===== config.mk =====
export PLATFORM = sky130hd
export DESIGN_NAME = uw_eeprom_master
export DESIGN_NICKNAME = d
export VERILOG_FILES = /design/src/rtl/uw_pkg.sv /design/src/rtl/uw_phase_timer.sv /design/src/rtl/uw_bit_shifter.sv /design/src/rtl/uw_eeprom_master.sv
export SDC_FILE = /design/constraint.sdc
export NUM_CORES = 1
export LEC_CHECK = 0
export BUFFER_PORTS_ARGS = -buffer_cell sky130_fd_sc_hd__buf_2
export CAP_MARGIN = 20
export CORE_UTILIZATION = 53
export DETAILED_ROUTE_END_ITERATION = 6
export PLACE_DENSITY = 0.72
export SYNTH_ARGS = -nofsm -noshare
export SYNTH_HDL_FRONTEND = slang
export SYNTH_SLANG_ARGS = --single-unit

===== constraint.sdc =====
create_clock -name clk -period 4.85 [get_ports clk]
set_input_delay 0.97 -clock clk [delete_from_list [all_inputs] [get_ports clk]]
set_output_delay 0.97 -clock clk [all_outputs]
set_load 0.02 [all_outputs]

===== src/rtl/uw_pkg.sv =====
`timescale 1ns/1ps
package uw_pkg;
    localparam int ADDR_W    = 6;
    localparam int DATA_W    = 16;
    localparam int CMD_W     = 3 + ADDR_W + DATA_W;
    localparam int CMD_LEN_W = $clog2(CMD_W + 1);
    localparam int PAD_W     = 4;
    localparam int CTL_LEN   = 5 + PAD_W;
    localparam int RD_LEN    = 3 + ADDR_W;

    localparam logic [2:0] OP_READ  = 3'b110;
    localparam logic [2:0] OP_WRITE = 3'b101;
    localparam logic [4:0] OP_WEN   = 5'b10011;
    localparam logic [4:0] OP_WDIS  = 5'b10000;

    typedef enum logic [4:0] {
        ST_IDLE, ST_SETUP_LO, ST_SETUP_CS,
        ST_TX_SET, ST_TX_HI, ST_TX_LO, ST_TX_END,
        ST_RX_HI, ST_RX_LO,
        ST_SB_DROP, ST_SB_SKHI, ST_SB_CSHI, ST_SB_SKLO,
        ST_POLL,
        ST_CL_DROP, ST_CL_SKHI, ST_CL_SKLO,
        ST_FINISH
    } uw_state_t;

    typedef enum logic [2:0] {
        SEG_RD, SEG_EN, SEG_WR, SEG_WAIT, SEG_RECOVER, SEG_DIS
    } uw_seg_t;
endpackage


===== src/rtl/uw_phase_timer.sv =====
`timescale 1ns/1ps
module uw_phase_timer #(
    parameter int PHASE_CYC = 10000
) (
    input  logic clk,
    input  logic rst_n,
    input  logic restart,
    output logic expire
);
    localparam int CNT_W = (PHASE_CYC > 1) ? $clog2(PHASE_CYC) : 1;
    localparam logic [CNT_W-1:0] LAST = CNT_W'(PHASE_CYC - 1);

    logic [CNT_W-1:0] cnt;

    assign expire = !restart && (cnt == LAST);

    always_ff @(posedge clk) begin
        if (!rst_n)                 cnt <= '0;
        else if (restart || expire) cnt <= '0;
        else                        cnt <= cnt + 1'b1;
    end
endmodule


===== src/rtl/uw_bit_shifter.sv =====
`timescale 1ns/1ps
module uw_bit_shifter #(
    parameter int TX_W  = 25,
    parameter int RX_W  = 16,
    parameter int LEN_W = 5
) (
    input  logic             clk,
    input  logic             rst_n,
    input  logic             load,
    input  logic [TX_W-1:0]  load_word,
    input  logic [LEN_W-1:0] load_len,
    input  logic             tx_adv,
    input  logic             rx_adv,
    input  logic             rx_bit,
    output logic             tx_bit,
    output logic             last_bit,
    output logic             empty,
    output logic [RX_W-1:0]  rx_word
);
    logic [TX_W-1:0]  sreg;
    logic [LEN_W-1:0] cnt;

    assign tx_bit   = sreg[TX_W-1];
    assign last_bit = (cnt == LEN_W'(1));
    assign empty    = (cnt == '0);

    always_ff @(posedge clk) begin
        if (!rst_n) begin
            sreg    <= '0;
            cnt     <= '0;
            rx_word <= '0;
        end else if (load) begin
            sreg <= load_word;
            cnt  <= load_len;
        end else if (tx_adv) begin
            sreg <= {sreg[TX_W-2:0], 1'b0};
            cnt  <= cnt - 1'b1;
        end else if (rx_adv) begin
            rx_word <= {rx_word[RX_W-2:0], rx_bit};
            cnt     <= cnt - 1'b1;
        end
    end
endmodule


===== src/rtl/uw_eeprom_master.sv =====
`timescale 1ns/1ps
module uw_eeprom_master
    import uw_pkg::*;
#(
    parameter int PHASE_CYC = 10000,
    parameter int POLL_MAX  = 200
) (
    input  logic              clk,
    input  logic              rst_n,
    input  logic              req_valid,
    input  logic              req_write,
    input  logic [ADDR_W-1:0] req_addr,
    input  logic [DATA_W-1:0] req_wdata,
    output logic              busy,
    output logic              done,
    output logic [DATA_W-1:0] rd_data,
    output logic              timeout,
    output logic              ee_cs,
    output logic              ee_sk,
    output logic              ee_di,
    input  logic              ee_do
);
    localparam int POLL_W = $clog2(POLL_MAX + 1);
    localparam logic [POLL_W-1:0] POLL_LAST = POLL_W'(POLL_MAX - 1);

    uw_state_t st, nxt;
    uw_seg_t   seg, nxt_seg;

    logic [ADDR_W-1:0]    addr_q;
    logic [DATA_W-1:0]    wdata_q;
    logic [POLL_W-1:0]    poll_cnt;
    logic                 to_flag, cs_idle;
    logic                 ph_exp, restart;
    logic                 ld, tx_adv, rx_adv, poll_inc, poll_clr, to_set;
    logic [CMD_W-1:0]     ld_word;
    logic [CMD_LEN_W-1:0] ld_len;
    logic                 tx_bit, last_bit, sh_empty;
    logic [DATA_W-1:0]    rx_word;
    logic                 accept;

    assign restart = (st == ST_IDLE) || (st == ST_FINISH);
    assign accept  = (st == ST_IDLE) && req_valid;
    assign busy    = (st != ST_IDLE);
    assign done    = (st == ST_FINISH);

    uw_phase_timer #(.PHASE_CYC(PHASE_CYC)) u_timer (
        .clk(clk), .rst_n(rst_n), .restart(restart), .expire(ph_exp)
    );

    uw_bit_shifter #(.TX_W(CMD_W), .RX_W(DATA_W), .LEN_W(CMD_LEN_W)) u_shift (
        .clk(clk), .rst_n(rst_n), .load(ld), .load_word(ld_word),
        .load_len(ld_len), .tx_adv(tx_adv), .rx_adv(rx_adv),
        .rx_bit(ee_do), .tx_bit(tx_bit), .last_bit(last_bit),
        .empty(sh_empty), .rx_word(rx_word)
    );

    // next-state and sequencing controls
    always_comb begin
        nxt      = st;
        nxt_seg  = seg;
        ld       = 1'b0;
        ld_word  = '0;
        ld_len   = '0;
        tx_adv   = 1'b0;
        rx_adv   = 1'b0;
        poll_inc = 1'b0;
        poll_clr = 1'b0;
        to_set   = 1'b0;
        unique case (st)
            ST_IDLE: if (req_valid) begin
                nxt     = ST_SETUP_LO;
                nxt_seg = req_write ? SEG_EN : SEG_RD;
            end
            ST_SETUP_LO: if (ph_exp) nxt = ST_SETUP_CS;
            ST_SETUP_CS: if (ph_exp) begin
                nxt = ST_TX_SET;
                ld  = 1'b1;
                if (seg == SEG_RD) begin
                    ld_word = {OP_READ, addr_q, {DATA_W{1'b0}}};
                    ld_len  = CMD_LEN_W'(RD_LEN);
                end else begin
                    ld_word = {OP_WEN, {(CMD_W-5){1'b0}}};
                    ld_len  = CMD_LEN_W'(CTL_LEN);
                end
            end
            ST_TX_SET: if (ph_exp) nxt = ST_TX_HI;
            ST_TX_HI:  if (ph_exp) nxt = ST_TX_LO;
            ST_TX_LO: if (ph_exp) begin
                tx_adv = 1'b1;
                nxt    = last_bit ? ST_TX_END : ST_TX_SET;
            end
            ST_TX_END: if (ph_exp) begin
                unique case (seg)
                    SEG_RD: begin
                        nxt     = ST_RX_HI;
                        ld      = 1'b1;
                        ld_len  = CMD_LEN_W'(DATA_W);
                    end
                    SEG_EN:  nxt = ST_SB_DROP;
                    SEG_WR: begin
                        nxt     = ST_SB_DROP;
                        nxt_seg = SEG_WAIT;
                    end
                    SEG_DIS: nxt = ST_CL_DROP;
                    default: nxt = ST_FINISH;
                endcase
            end
            ST_RX_HI: if (ph_exp) begin
                rx_adv = 1'b1;
                nxt    = ST_RX_LO;
            end
            ST_RX_LO: if (ph_exp) nxt = sh_empty ? ST_SB_DROP : ST_RX_HI;
            ST_SB_DROP: if (ph_exp) nxt = ST_SB_SKHI;
            ST_SB_SKHI: if (ph_exp) nxt = ST_SB_CSHI;
            ST_SB_CSHI: if (ph_exp) nxt = ST_SB_SKLO;
            ST_SB_SKLO: if (ph_exp) begin
                unique case (seg)
                    SEG_EN: begin
                        nxt     = ST_TX_SET;
                        nxt_seg = SEG_WR;
                        ld      = 1'b1;
                        ld_word = {OP_WRITE, addr_q, wdata_q};
                        ld_len  = CMD_LEN_W'(CMD_W);
                    end
                    SEG_WAIT: begin
                        nxt      = ST_POLL;
                        poll_clr = 1'b1;
                    end
                    SEG_RECOVER: begin
                        nxt     = ST_TX_SET;
                        nxt_seg = SEG_DIS;
                        ld      = 1'b1;
                        ld_word = {OP_WDIS, {(CMD_W-5){1'b0}}};
                        ld_len  = CMD_LEN_W'(CTL_LEN);
                    end
                    default: nxt = ST_FINISH;
                endcase
            end
            ST_POLL: if (ph_exp) begin
                if (ee_do) begin
                    nxt     = ST_SB_DROP;
                    nxt_seg = SEG_RECOVER;
                end else if (poll_cnt == POLL_LAST) begin
                    nxt     = ST_SB_DROP;
                    nxt_seg = SEG_RECOVER;
                    to_set  = 1'b1;
                end else begin
                    poll_inc = 1'b1;
                end
            end
            ST_CL_DROP: if (ph_exp) nxt = ST_CL_SKHI;
            ST_CL_SKHI: if (ph_exp) nxt = ST_CL_SKLO;
            ST_CL_SKLO: if (ph_exp) nxt = ST_FINISH;
            ST_FINISH:  nxt = ST_IDLE;
            default:    nxt = ST_IDLE;
        endcase
    end

    // state register and transaction bookkeeping
    always_ff @(posedge clk) begin
        if (!rst_n) begin
            st       <= ST_IDLE;
            seg      <= SEG_RD;
            addr_q   <= '0;
            wdata_q  <= '0;
            poll_cnt <= '0;
            to_flag  <= 1'b0;
            cs_idle  <= 1'b0;
            rd_data  <= '0;
            timeout  <= 1'b0;
        end else begin
            st  <= nxt;
            seg <= nxt_seg;
            if (accept) begin
                addr_q  <= req_addr;
                wdata_q <= req_wdata;
                to_flag <= 1'b0;
                timeout <= 1'b0;
            end
            if (poll_clr)      poll_cnt <= '0;
            else if (poll_inc) poll_cnt <= poll_cnt + 1'b1;
            if (to_set) to_flag <= 1'b1;
            if (nxt == ST_FINISH && st != ST_FINISH) begin
                if (seg == SEG_RD) rd_data <= rx_word;
                timeout <= to_flag;
            end
            if (st == ST_FINISH) cs_idle <= (seg == SEG_RD);
        end
    end

    // pin levels per state
    always_comb begin
        ee_cs = 1'b1;
        ee_sk = 1'b0;
        ee_di = 1'b0;
        unique case (st)
            ST_IDLE, ST_SETUP_LO:   ee_cs = cs_idle;
            ST_TX_SET, ST_TX_LO:    ee_di = tx_bit;
            ST_TX_HI: begin
                ee_sk = 1'b1;
                ee_di = tx_bit;
            end
            ST_RX_HI, ST_SB_CSHI:   ee_sk = 1'b1;
            ST_SB_DROP, ST_CL_DROP, ST_CL_SKLO: ee_cs = 1'b0;
            ST_SB_SKHI, ST_CL_SKHI: begin
                ee_cs = 1'b0;
                ee_sk = 1'b1;
            end
            ST_FINISH:              ee_cs = (seg == SEG_RD);
            default: ;
        endcase
    end
endmodule


==> results of run 1 <==
==> final timing paths <==
kind	cells past startpoint	from	endpoint
min	2	wdata_q[9]$_SDFFE_PN0P_	u_shift.sreg[9]$_SDFFE_PN0P_
max reg2reg	6	st[0]$_SDFF_PN0_	u_shift.cnt[0]$_SDFFE_PN0P_
min reg2reg	2	wdata_q[9]$_SDFFE_PN0P_	u_shift.sreg[9]$_SDFFE_PN0P_
max	3	st[0]$_SDFF_PN0_	done
==> worst max-delay path, cell delays in order, from the launching register on <==
cell      delay [ns]
dfxtp_1         0.81
clkinv_1        0.50
nor3_1          0.41
buf_2           0.23
==> per-layer routing <==
metal | GRT usage [%] | vias to the layer above | wire, µm
met4 | 11.8 | 0 | 379
met3 | 6.99 | 30 | 776
li1 | - | 2538 | -
met1 | 31.5 | 2346 | 5950
met2 | 39.7 | 155 | 6360
met5 | 0 | - | 0
==> registers in the layout, summed over array words and instances (netlist names) <==
register	cells
addr_q	6
u_timer.cnt	14
rd_data	16
timeout	1
to_flag	1
cs_idle	1
u_shift.sreg	25
wdata_q	16
u_shift.cnt	5
st	5
poll_cnt	8
u_shift.rx_word	16
seg	3
==> per-stage QoR <==
step	area, µm²	hold WS, ns	power (mW)
floorplan	5690	0.413	1.07
global placement	5920	0.423	1.10
detailed placement	5920	0.440	1.10
CTS	6540	0.450	2.42
global route	6560	0.475	2.48
finish	6560	0.452	2.40
==> placed cells by master (no fill, tap or decap), types with 3 or more instances in the layout <==
cell type  netlist  routed
nor3_1          15      15
nand2_1        157     157
or3_1            6       6
o31ai_1          6       6
clkbuf_8         0       3
dfxtp_1        117     117
inv_1            7       7
o22ai_1          3       3
nand3_1         16      16
nand4_1          7       7
bufinv_16        0       4
ha_1             5       5
buf_2            7      48
buf_4            1       6
a32oi_1          3       3
a211oi_1         5       5
nor2b_1          8       8
a21oi_1         39      39
nor4_1           3       3
a31oi_1          8       8
a21boi_0        39      39
nand3b_1         3       3
o211ai_1         5       5
mux2i_1         23      23
clkbuf_16        0      16
xor2_1          14      14
xnor2_1          8       8
and3_1          12      12
o21ai_0         54      53
nand2b_1         7       7
nor2_1          50      50
and2_1           5       5
==> area by class of cell <==
class,count,area (µm²)
Fill cell,915,3810
Multi-Input combinational cell,540,3090
Sequential cell,117,2340
Clock buffer,21,449
Timing Repair Buffer,56,304
Clock inverter,11,173
Tap cell,136,170
Inverter,8,30.0
==> power groups by stage <==
stage | Clock, mW | Combinational [mW] | Sequential (mW)
after floorplan | 0 | 0.0737 | 1.00
after global placement | 0 | 0.0922 | 1.01
after detailed placement | 0 | 0.0942 | 1.01
after CTS | 1.33 | 0.0951 | 0.990
after global routing | 1.38 | 0.107 | 0.992
final | 1.31 | 0.0960 | 0.990
==> cells by family after synthesis <==
logic type / count (synthesis)
compound gates: 184
xor+xnor: 22
fa+ha+maj: 5
buf+inv: 59
flops: 117
mux: 24
simple gates: 305
==> results by group, run 1 <==
Power
  • Comb pwr share: 4.0%
  • Power density over cell area: 365 nW/µm²
  • Static Leakage: 2.55 nW
  • Seq pwr share: 41.3%
  • Internal cell power: 1.88 mW
  • Clock power frac: 54.7%
  • Peak VDD IR: 0.300 mV
  • Switching power: 0.521 mW
  • Switching Fraction: 21.7%

Drt
  • Via count: 5,069
  • Drt drc: 0
  • Routed WL per cell: 15.1 µm
  • Vias per cell: 5.70
  • First-pass detailed-route iteration total: 5
  • Initial DRC Count: 351
  • Antenna Nets Post-Route: 0
  • Routed WL: 13.5 mm

Yosys
  • Count leader, synth: nand2_1
  • Mapped cell area: 5690 µm²
  • Synth top cells by count: 157 x nand2_1, 117 x dfxtp_1, 54 x o21ai_0
  • Area share of and/or/nand/nor cells after synthesis: 24.9%
  • Avg Synthesized Cell Area: 7.94 µm²
  • Adder-cell share of the synthesized area: 1.10%
  • FFs w/ async S/R, synth: 0%
  • Xor/xnor share of the synthesized area: 3.39%
  • Largest family of logic cells by synthesized area: simple AND/OR/NAND/NOR gates
  • Yosys reg bits: 117
  • Compound-Gate Fraction of Synth Area: 20.8%
  • Synth top area share: 41.2%
  • Register area share after synthesis: 41.2%
  • Post-synth top area cell: dfxtp_1
  • Synth Instances: 716
  • Unique masters post-synth: 65
  • Main synth FF type: dfxtp_1
  • Mux share of post-synthesis cell area: 4.25%
  • Post-synth EDFFs: 0
  • Yosys warning count: 0
  • Syn Nets: 748
  • Top post-synthesis cells by area: dfxtp_1 41%, nand2_1 10%, a21boi_0 5.1%, o21ai_0 4.8%, mux2i_1 4.0%

Global routing
  • Largest net degree at the start of global routing: 60
  • Initial antenna violation count: 0
  • Total gr overflow: 0
  • Vias in the first global route: 4,705
  • GRT Total Usage: 25.0%
  • First-pass GRT wire length: 22.3 mm

Clocking
  • Setup bufs post-CTS: 0
  • Number of CTS-inserted buffers: 17
  • CTS hold repair buffers: 0
  • CTS Sinks: 117
  • CTS tree: built
  • CTS resizes: 0
  • Htree depth: 4
  • Clk buf depth: 2
  • Root Driver: clkbuf_8
  • Skew-Pair Late Insertion Delay: 0.52 ns
  • Reg clk slew, reported paths: 0.06 ns

Setup path
  • WP data required: 3.88 ns
  • Crit path capture type: output pin
  • R2R setup slack: 1.50 ns
  • CP arrival: 2.46 ns
  • CP Max Fanout: 21
  • Critical path class: flip-flop to output pin
  • Setup crit start kind: flip-flop

STA
  • # setup viols final: 0
  • Final period utilization: 70.7%
  • Clk_skew: 0.00768 ns
  • Max Fclk: 291 MHz
  • Worst setup margin: 1.42 ns
  • Fin crit period: 3.43 ns
  • RSZ-0062 raised after global routing: no
  • Worst-Margin Slew: 0.979 ns
  • Setup TNS: 0 ns
  • Relative slew slack: 34.5%
  • Hold Vio Cnt, Final: 0
  • Max-slew violations: 0

Die
  • FP Rows: 37
  • Die Area: 11,100 µm²
  • Die Ht: 106 µm
  • Core area: 10,400 µm²
  • Initial core utilization: 54.8%
  • Die Wd: 106 µm
  • I/O pin cnt: 49

Layout
  • Share of layout cells above drive strength 1: 13.0%
  • Layout Cells excl Fill: 889
  • # diodes: 0
  • Layout area overhead: 15.4%
  • Fin util: 63.3%
  • Nets: 772

Min path
  • Worst Hold Class: flip-flop to flip-flop

Placement
  • Pre-CTS WS: 1.58 ns
  • GPL Wtd Cong: 0.920
  • Detail Placement HPWL: 8.89 mm
  • Placed Cells: 855
  • PortBufs: 48

Status
  • Status: completed

Job
  • MaxCap Viol Count: 0
No activity file was read; power rests on OpenSTA's default activity.
==> inputs of run 2 (changes only) <==
==> constraint.sdc (replaced) <==
create_clock -name clk -period 3.5 [get_ports clk]
set_input_delay 0.7 -clock clk [delete_from_list [all_inputs] [get_ports clk]]
set_output_delay 0.7 -clock clk [all_outputs]
set_load 0.02 [all_outputs]
==> run 2 against run 1 <==
Net effect:
- clock skew barely moved
- power rose by 31%
- cell count rose by 1.5%
- critical path type unchanged
- global-route usage rose by 1.8 points
- largest cell class unchanged
- largest power group unchanged
- worst hold slack got worse by 0.032 ns
- design area rose by 0.65%
- utilization rose by 0.41 points
- combinational power rose by 44%
- non-clock buffer count rose by 15
- via count rose by 3.2%
- setup slack got worse by 0.99 ns
==> results by group, run 2 (same netlist as run 1, synthesis figures left out) <==
Power
  • Switching power: 0.687 mW
  • Seq pwr share: 43.8%
  • Comb pwr share: 4.4%
  • Clock power frac: 51.8%
  • Peak VDD IR: 0.394 mV
  • Internal cell power: 2.45 mW
  • Switching Fraction: 21.9%
  • Power density over cell area: 474 nW/µm²
  • Static Leakage: 2.58 nW

Global routing
  • GRT Total Usage: 26.8%
  • Initial antenna violation count: 0
  • First-pass GRT wire length: 23.7 mm
  • Largest net degree at the start of global routing: 57
  • Vias in the first global route: 5,006
  • Total gr overflow: 0

Die
  • Core area: 10,400 µm²
  • Die Wd: 106 µm
  • Die Ht: 106 µm
  • Die Area: 11,100 µm²
  • FP Rows: 37
  • Initial core utilization: 54.8%
  • I/O pin cnt: 49

STA
  • Fin crit period: 3.07 ns
  • Final period utilization: 87.7%
  • Worst-Margin Slew: 0.913 ns
  • Setup TNS: 0 ns
  • Max Fclk: 326 MHz
  • Relative slew slack: 39.1%
  • Clk_skew: 0.00768 ns
  • Worst setup margin: 0.430 ns
  • Max-slew violations: 0
  • Hold slack: 0.420 ns
  • # setup viols final: 0
  • RSZ-0062 raised after global routing: no
  • Hold Vio Cnt, Final: 0

Setup path
  • WP data required: 2.80 ns
  • Crit path capture type: output pin
  • Critical path class: flip-flop to output pin
  • Largest stage delay, worst path: 0.82 ns
  • WP buf/inv: 3
  • Crit path depth: 4
  • CP delay by family, top: flip-flops
  • Path depth of the worst reg2reg path: 8
  • Setup crit start kind: flip-flop
  • CP arrival: 2.37 ns
  • CP Max Fanout: 21
  • Slowest CP cell: dfxtp_1
  • Worst-path cell chain: clkinv_1 -> buf_4 -> nor3_1 -> buf_2

Placement
  • Pre-CTS WS: 0.930 ns
  • PortBufs: 48
  • GPL Wtd Cong: 0.924
  • Detail Placement HPWL: 9.46 mm

Layout
  • Layout area overhead: 16.1%
  • Commonest non-fill, non-tap cell in the layout: nand2_1
  • Nets: 787
  • Reg with most FFs: u_shift.sreg
  • # diodes: 0
  • Max reg flops: 25
  • Share of layout cells above drive strength 1: 14.4%
  • Fin util: 63.7%
  • Commonest non-fill, non-tap cells in the layout: 157 x nand2_1, 117 x dfxtp_1, 53 x o21ai_0

Clocking
  • CTS hold repair buffers: 0
  • Setup bufs post-CTS: 0
  • Root Driver: clkbuf_8
  • Htree depth: 4
  • Number of CTS-inserted buffers: 17
  • CTS resizes: 0
  • Skew-Pair Late Insertion Delay: 0.52 ns
  • CTS Sinks: 117
  • Reg clk slew, reported paths: 0.06 ns
  • CTS tree: built
  • Clk buf depth: 2

Drt
  • Via count: 5,230
  • Initial DRC Count: 300
  • Vias per cell: 5.80
  • Antenna Nets Post-Route: 0
  • Drt drc: 0
  • First-pass detailed-route iteration total: 5
  • Routed WL: 13.9 mm
  • Routed WL per cell: 15.4 µm

Job
  • MaxCap Viol Count: 0

Status
  • Status: completed

Min path
  • Hold Path Depth: 3
  • Worst Hold Class: input pin to flip-flop
-- run 2: final timing paths --
kind	startpoint	slack [ns]	to
max	st[0]$_SDFF_PN0_	0.43	done
min	req_wdata[11]	0.42	wdata_q[11]$_SDFFE_PN0P_
max reg2reg	st[0]$_SDFF_PN0_	0.79	u_shift.sreg[1]$_SDFFE_PN0P_
min reg2reg	wdata_q[4]$_SDFFE_PN0P_	0.45	u_shift.sreg[4]$_SDFFE_PN0P_
-- run 2: power groups by stage --
stage / clock (mW) / combinational, mW / sequential, mW
after global routing: 1.72 / 0.154 / 1.37
final: 1.62 / 0.138 / 1.37
after detailed placement: 0 / 0.137 / 1.40
after global placement: 0 / 0.135 / 1.40
after floorplan: 0 / 0.102 / 1.39
after CTS: 1.65 / 0.139 / 1.37
-- run 2: metrics by stage --
step	cells	power (mW)	instance area [µm²]
2_1_floorplan	716	1.49	5690
3_3_place_gp	872	1.53	6050
3_5_place_dp	872	1.54	6050
4_1_cts	902	3.16	6610
5_1_grt	902	3.25	6610
6_report	902	3.13	6610
-- run 2: worst min-delay path, cell delays in order --
cell and delay, ns:
buf_2 0.09, nand2_1 0.04, a21boi_0 0.06
-- run 2: layer usage --
metal	wire, µm	global-route usage [%]	vias to the layer above
met4	255	10.3	0
met5	0	0	-
met1	5990	32.8	2444
met2	6770	44.8	192
met3	891	7.42	24
li1	-	-	2570
-- run 2: layout make-up --
type	count	area, µm²
Clock buffer	22	453
Clock inverter	8	103
Fill cell	936	3760
Inverter	8	30.0
Multi-Input combinational cell	540	3090
Sequential cell	117	2340
Tap cell	136	170
Timing Repair Buffer	71	413
==> inputs of run 3 (changes only) <==
--- a/config.mk
+++ b/config.mk
@@ -7,9 +7,11 @@
 export LEC_CHECK = 0
 export BUFFER_PORTS_ARGS = -buffer_cell sky130_fd_sc_hd__buf_2
 export CAP_MARGIN = 20
-export CORE_UTILIZATION = 53
+export CORE_UTILIZATION = 60
 export DETAILED_ROUTE_END_ITERATION = 6
-export PLACE_DENSITY = 0.72
+export PLACE_DENSITY = 0.8
+export SLEW_MARGIN = 30
 export SYNTH_ARGS = -nofsm -noshare
 export SYNTH_HDL_FRONTEND = slang
+export SYNTH_HIERARCHICAL = 1
 export SYNTH_SLANG_ARGS = --single-unit
==> run 3 against run 2 <==
Net effect:
- sequential power is essentially flat
- fmax grew 0.36%
- non-clock buffer count shrank 6
- combinational power shrank 3%
- global-route usage grew 2.8 points
- count of clock-buffer cells in the layout shrank 4
- utilization grew 8.1 points
- clock skew grew 0.0018 ns
- critical path type is now flip-flop to flip-flop
- largest cell class unchanged
==> results by group, run 3 <==
Status
  • Status: completed

Power
  • Static Leakage: 2.76 nW
  • Clock power frac: 53.6%
  • Peak VDD IR: 0.348 mV
  • Switching Fraction: 24.7%
  • Tot Pwr: 3.22 mW
  • Power density over cell area: 479 nW/µm²
  • Internal cell power: 2.43 mW
  • Switching power: 0.795 mW
  • Seq pwr share: 42.2%
  • Comb pwr share: 4.1%

Placement
  • Detail Placement HPWL: 9.28 mm
  • Placed Cells: 856
  • Pre-CTS WS: 0.597 ns
  • PortBufs: 48
  • GPL Wtd Cong: 0.949
  • DP Area: 6140 µm²

Yosys
  • Post-synth top area cell: dfxtp_1
  • Count leader, synth: nand2_1
  • FFs w/ async S/R, synth: 0%
  • Synth top area share: 39.8%
  • Avg Synthesized Cell Area: 8.27 µm²
  • Main synth FF type: dfxtp_1
  • Yosys warning count: 6
  • Mapped cell area: 5890 µm²
  • Synth top cells by count: 130 x nand2_1, 117 x dfxtp_1, 57 x a21oi_1
  • Top post-synthesis cells by area: dfxtp_1 40%, nand2_1 8.3%, a21oi_1 4.8%, mux2i_1 4.3%, o211a_1 4.1%
  • Post-synth EDFFs: 0
  • Yosys reg bits: 117
  • Unique masters post-synth: 72
  • Register area share after synthesis: 39.8%
  • Synth Instances: 712

Setup path
  • Crit. Startpoint: u_timer/cnt[0]$_SDFF_PP0_
  • Path depth of the worst reg2reg path: 11
  • Crit path capture type: flip-flop
  • WP buf/inv: 1
  • Worst-path cell chain: ha_1 -> and3_1 -> nand4b_2 -> nor2_1 -> buf_4 -> nor2b_1 -> nand3_1 -> a311o_1 -> a32oi_4 -> nand3_1 -> a21oi_1
  • Slowest CP cell: a32oi_4
  • Most frequent CP cell: nand3_1
  • CP arrival: 3.49 ns
  • Critical path class: flip-flop to flip-flop
  • RR Startpoint: u_timer/cnt[0]$_SDFF_PP0_
  • CP delay by family, top: compound AO/OA/AOI/OAI gates
  • Crit path depth: 11
  • WP data required: 3.93 ns
  • Largest stage delay, worst path: 0.50 ns
  • Setup crit start kind: flip-flop
  • CP Max Fanout: 17

Layout
  • Commonest non-fill, non-tap cell in the layout: nand2_1
  • Commonest non-fill, non-tap cells in the layout: 130 x nand2_1, 117 x dfxtp_1, 57 x a21oi_1
  • Layout area overhead: 14.3%
  • Share of layout cells above drive strength 1: 15.2%
  • # diodes: 0
  • Design Area, Final: 6730 µm²
  • Max reg flops: 25
  • Fin util: 71.8%
  • Nets: 777
  • Layout Cells excl Fill: 888
  • Reg with most FFs: u_shift/sreg

Clocking
  • Clk buf depth: 2
  • CTS tree: built
  • CTS hold repair buffers: 0
  • Skew-Pair Late Insertion Delay: 0.52 ns
  • CTS resizes: 0
  • Setup bufs post-CTS: 0
  • Root Driver: clkbuf_8
  • Number of CTS-inserted buffers: 17
  • CTS Sinks: 117
  • Reg clk slew, reported paths: 0.06 ns
  • Htree depth: 4

STA
  • RSZ-0062 raised after global routing: no
  • Max Fclk: 327 MHz
  • Clk_skew: 0.00949 ns
  • Final period utilization: 87.4%
  • Relative slew slack: 45.9%
  • Worst setup margin: 0.441 ns
  • Fin crit period: 3.06 ns
  • # setup viols final: 0
  • Hold Vio Cnt, Final: 0
  • Hold slack: 0.415 ns
  • Worst-Margin Slew: 0.811 ns
  • Max-slew violations: 0
  • Setup TNS: 0 ns

Die
  • Die Area: 10,200 µm²
  • I/O pin cnt: 49
  • FP Rows: 35
  • Die Ht: 101 µm
  • Core area: 9370 µm²
  • Die Wd: 101 µm
  • Initial core utilization: 62.8%

Global routing
  • Largest net degree at the start of global routing: 57
  • GRT Total Usage: 29.7%
  • Total gr overflow: 0
  • Vias in the first global route: 4,995
  • Initial antenna violation count: 0
  • First-pass GRT wire length: 23.9 mm

Drt
  • Routed WL: 14.6 mm
  • Vias per cell: 5.97
  • Initial DRC Count: 352
  • Drt drc: 0
  • Routed WL per cell: 16.4 µm
  • Antenna Nets Post-Route: 0
  • First-pass detailed-route iteration total: 6
  • Via count: 5,304

Min path
  • Hold Path Depth: 3
  • Worst Hold Class: input pin to flip-flop
  • Hold path start: req_wdata[2]

Job
  • MaxCap Viol Count: 0
## run 3: kinds of logic (layout without fill, tap and decap cells)
group                    Yosys count  after routing  synth area share (%)
adder cells (fa/ha/maj)            4              4                 0.850
other                              1              2                0.0637
multiplexers                      25             25                  4.25
XOR/XNOR                          20             20                  2.98
buffers and inverters             64            110                  5.61
AO/OA/AOI/OAI                    177            177                  20.5
flip-flops                       117            117                  39.8
AND/OR/NAND/NOR                  304            304                  26.0
## run 3: area by class of cell
class	count	area (µm²)
multi-input combinational	532	3220
fill	760	2640
sequential	117	2340
clock buffer	18	418
timing repair buffer	65	368
clock inverter	14	166
tap	129	161
inverter	13	48.8
## run 3: worst min-delay path, cell delays in order
cell and delay, ns:
buf_2 0.09, nand2_1 0.04, a21oi_1 0.05
## run 3: worst paths after layout
kind / to / slack, ns
max reg2reg: rd_data[13]$_SDFFE_PN0P_ / 0.44
min reg2reg: wdata_q[15]$_SDFFE_PN0P_ / 0.45
min: wdata_q[2]$_SDFFE_PN0P_ / 0.42
max: rd_data[13]$_SDFFE_PN0P_ / 0.44
## run 3: layer usage
| layer | vias to the layer above | GRT usage [%] | wire, µm |
|---|---|---|---|
| met5 | - | 0 | 0 |
| met4 | 0 | 12.9 | 376 |
| met3 | 38 | 5.34 | 916 |
| met2 | 199 | 50.5 | 7100 |
| met1 | 2499 | 36.6 | 6160 |
| li1 | 2568 | - | - |
## run 3: power groups by stage
| stage | sequential [mW] | clock, mW | combinational (mW) |
|---|---|---|---|
| 6_report | 1.36 | 1.73 | 0.134 |
| 4_1_cts | 1.36 | 1.74 | 0.133 |
| 3_5_place_dp | 1.39 | 0 | 0.131 |
| 5_1_grt | 1.36 | 1.80 | 0.147 |
| 3_3_place_gp | 1.39 | 0 | 0.129 |
| 2_1_floorplan | 1.39 | 0 | 0.0925 |
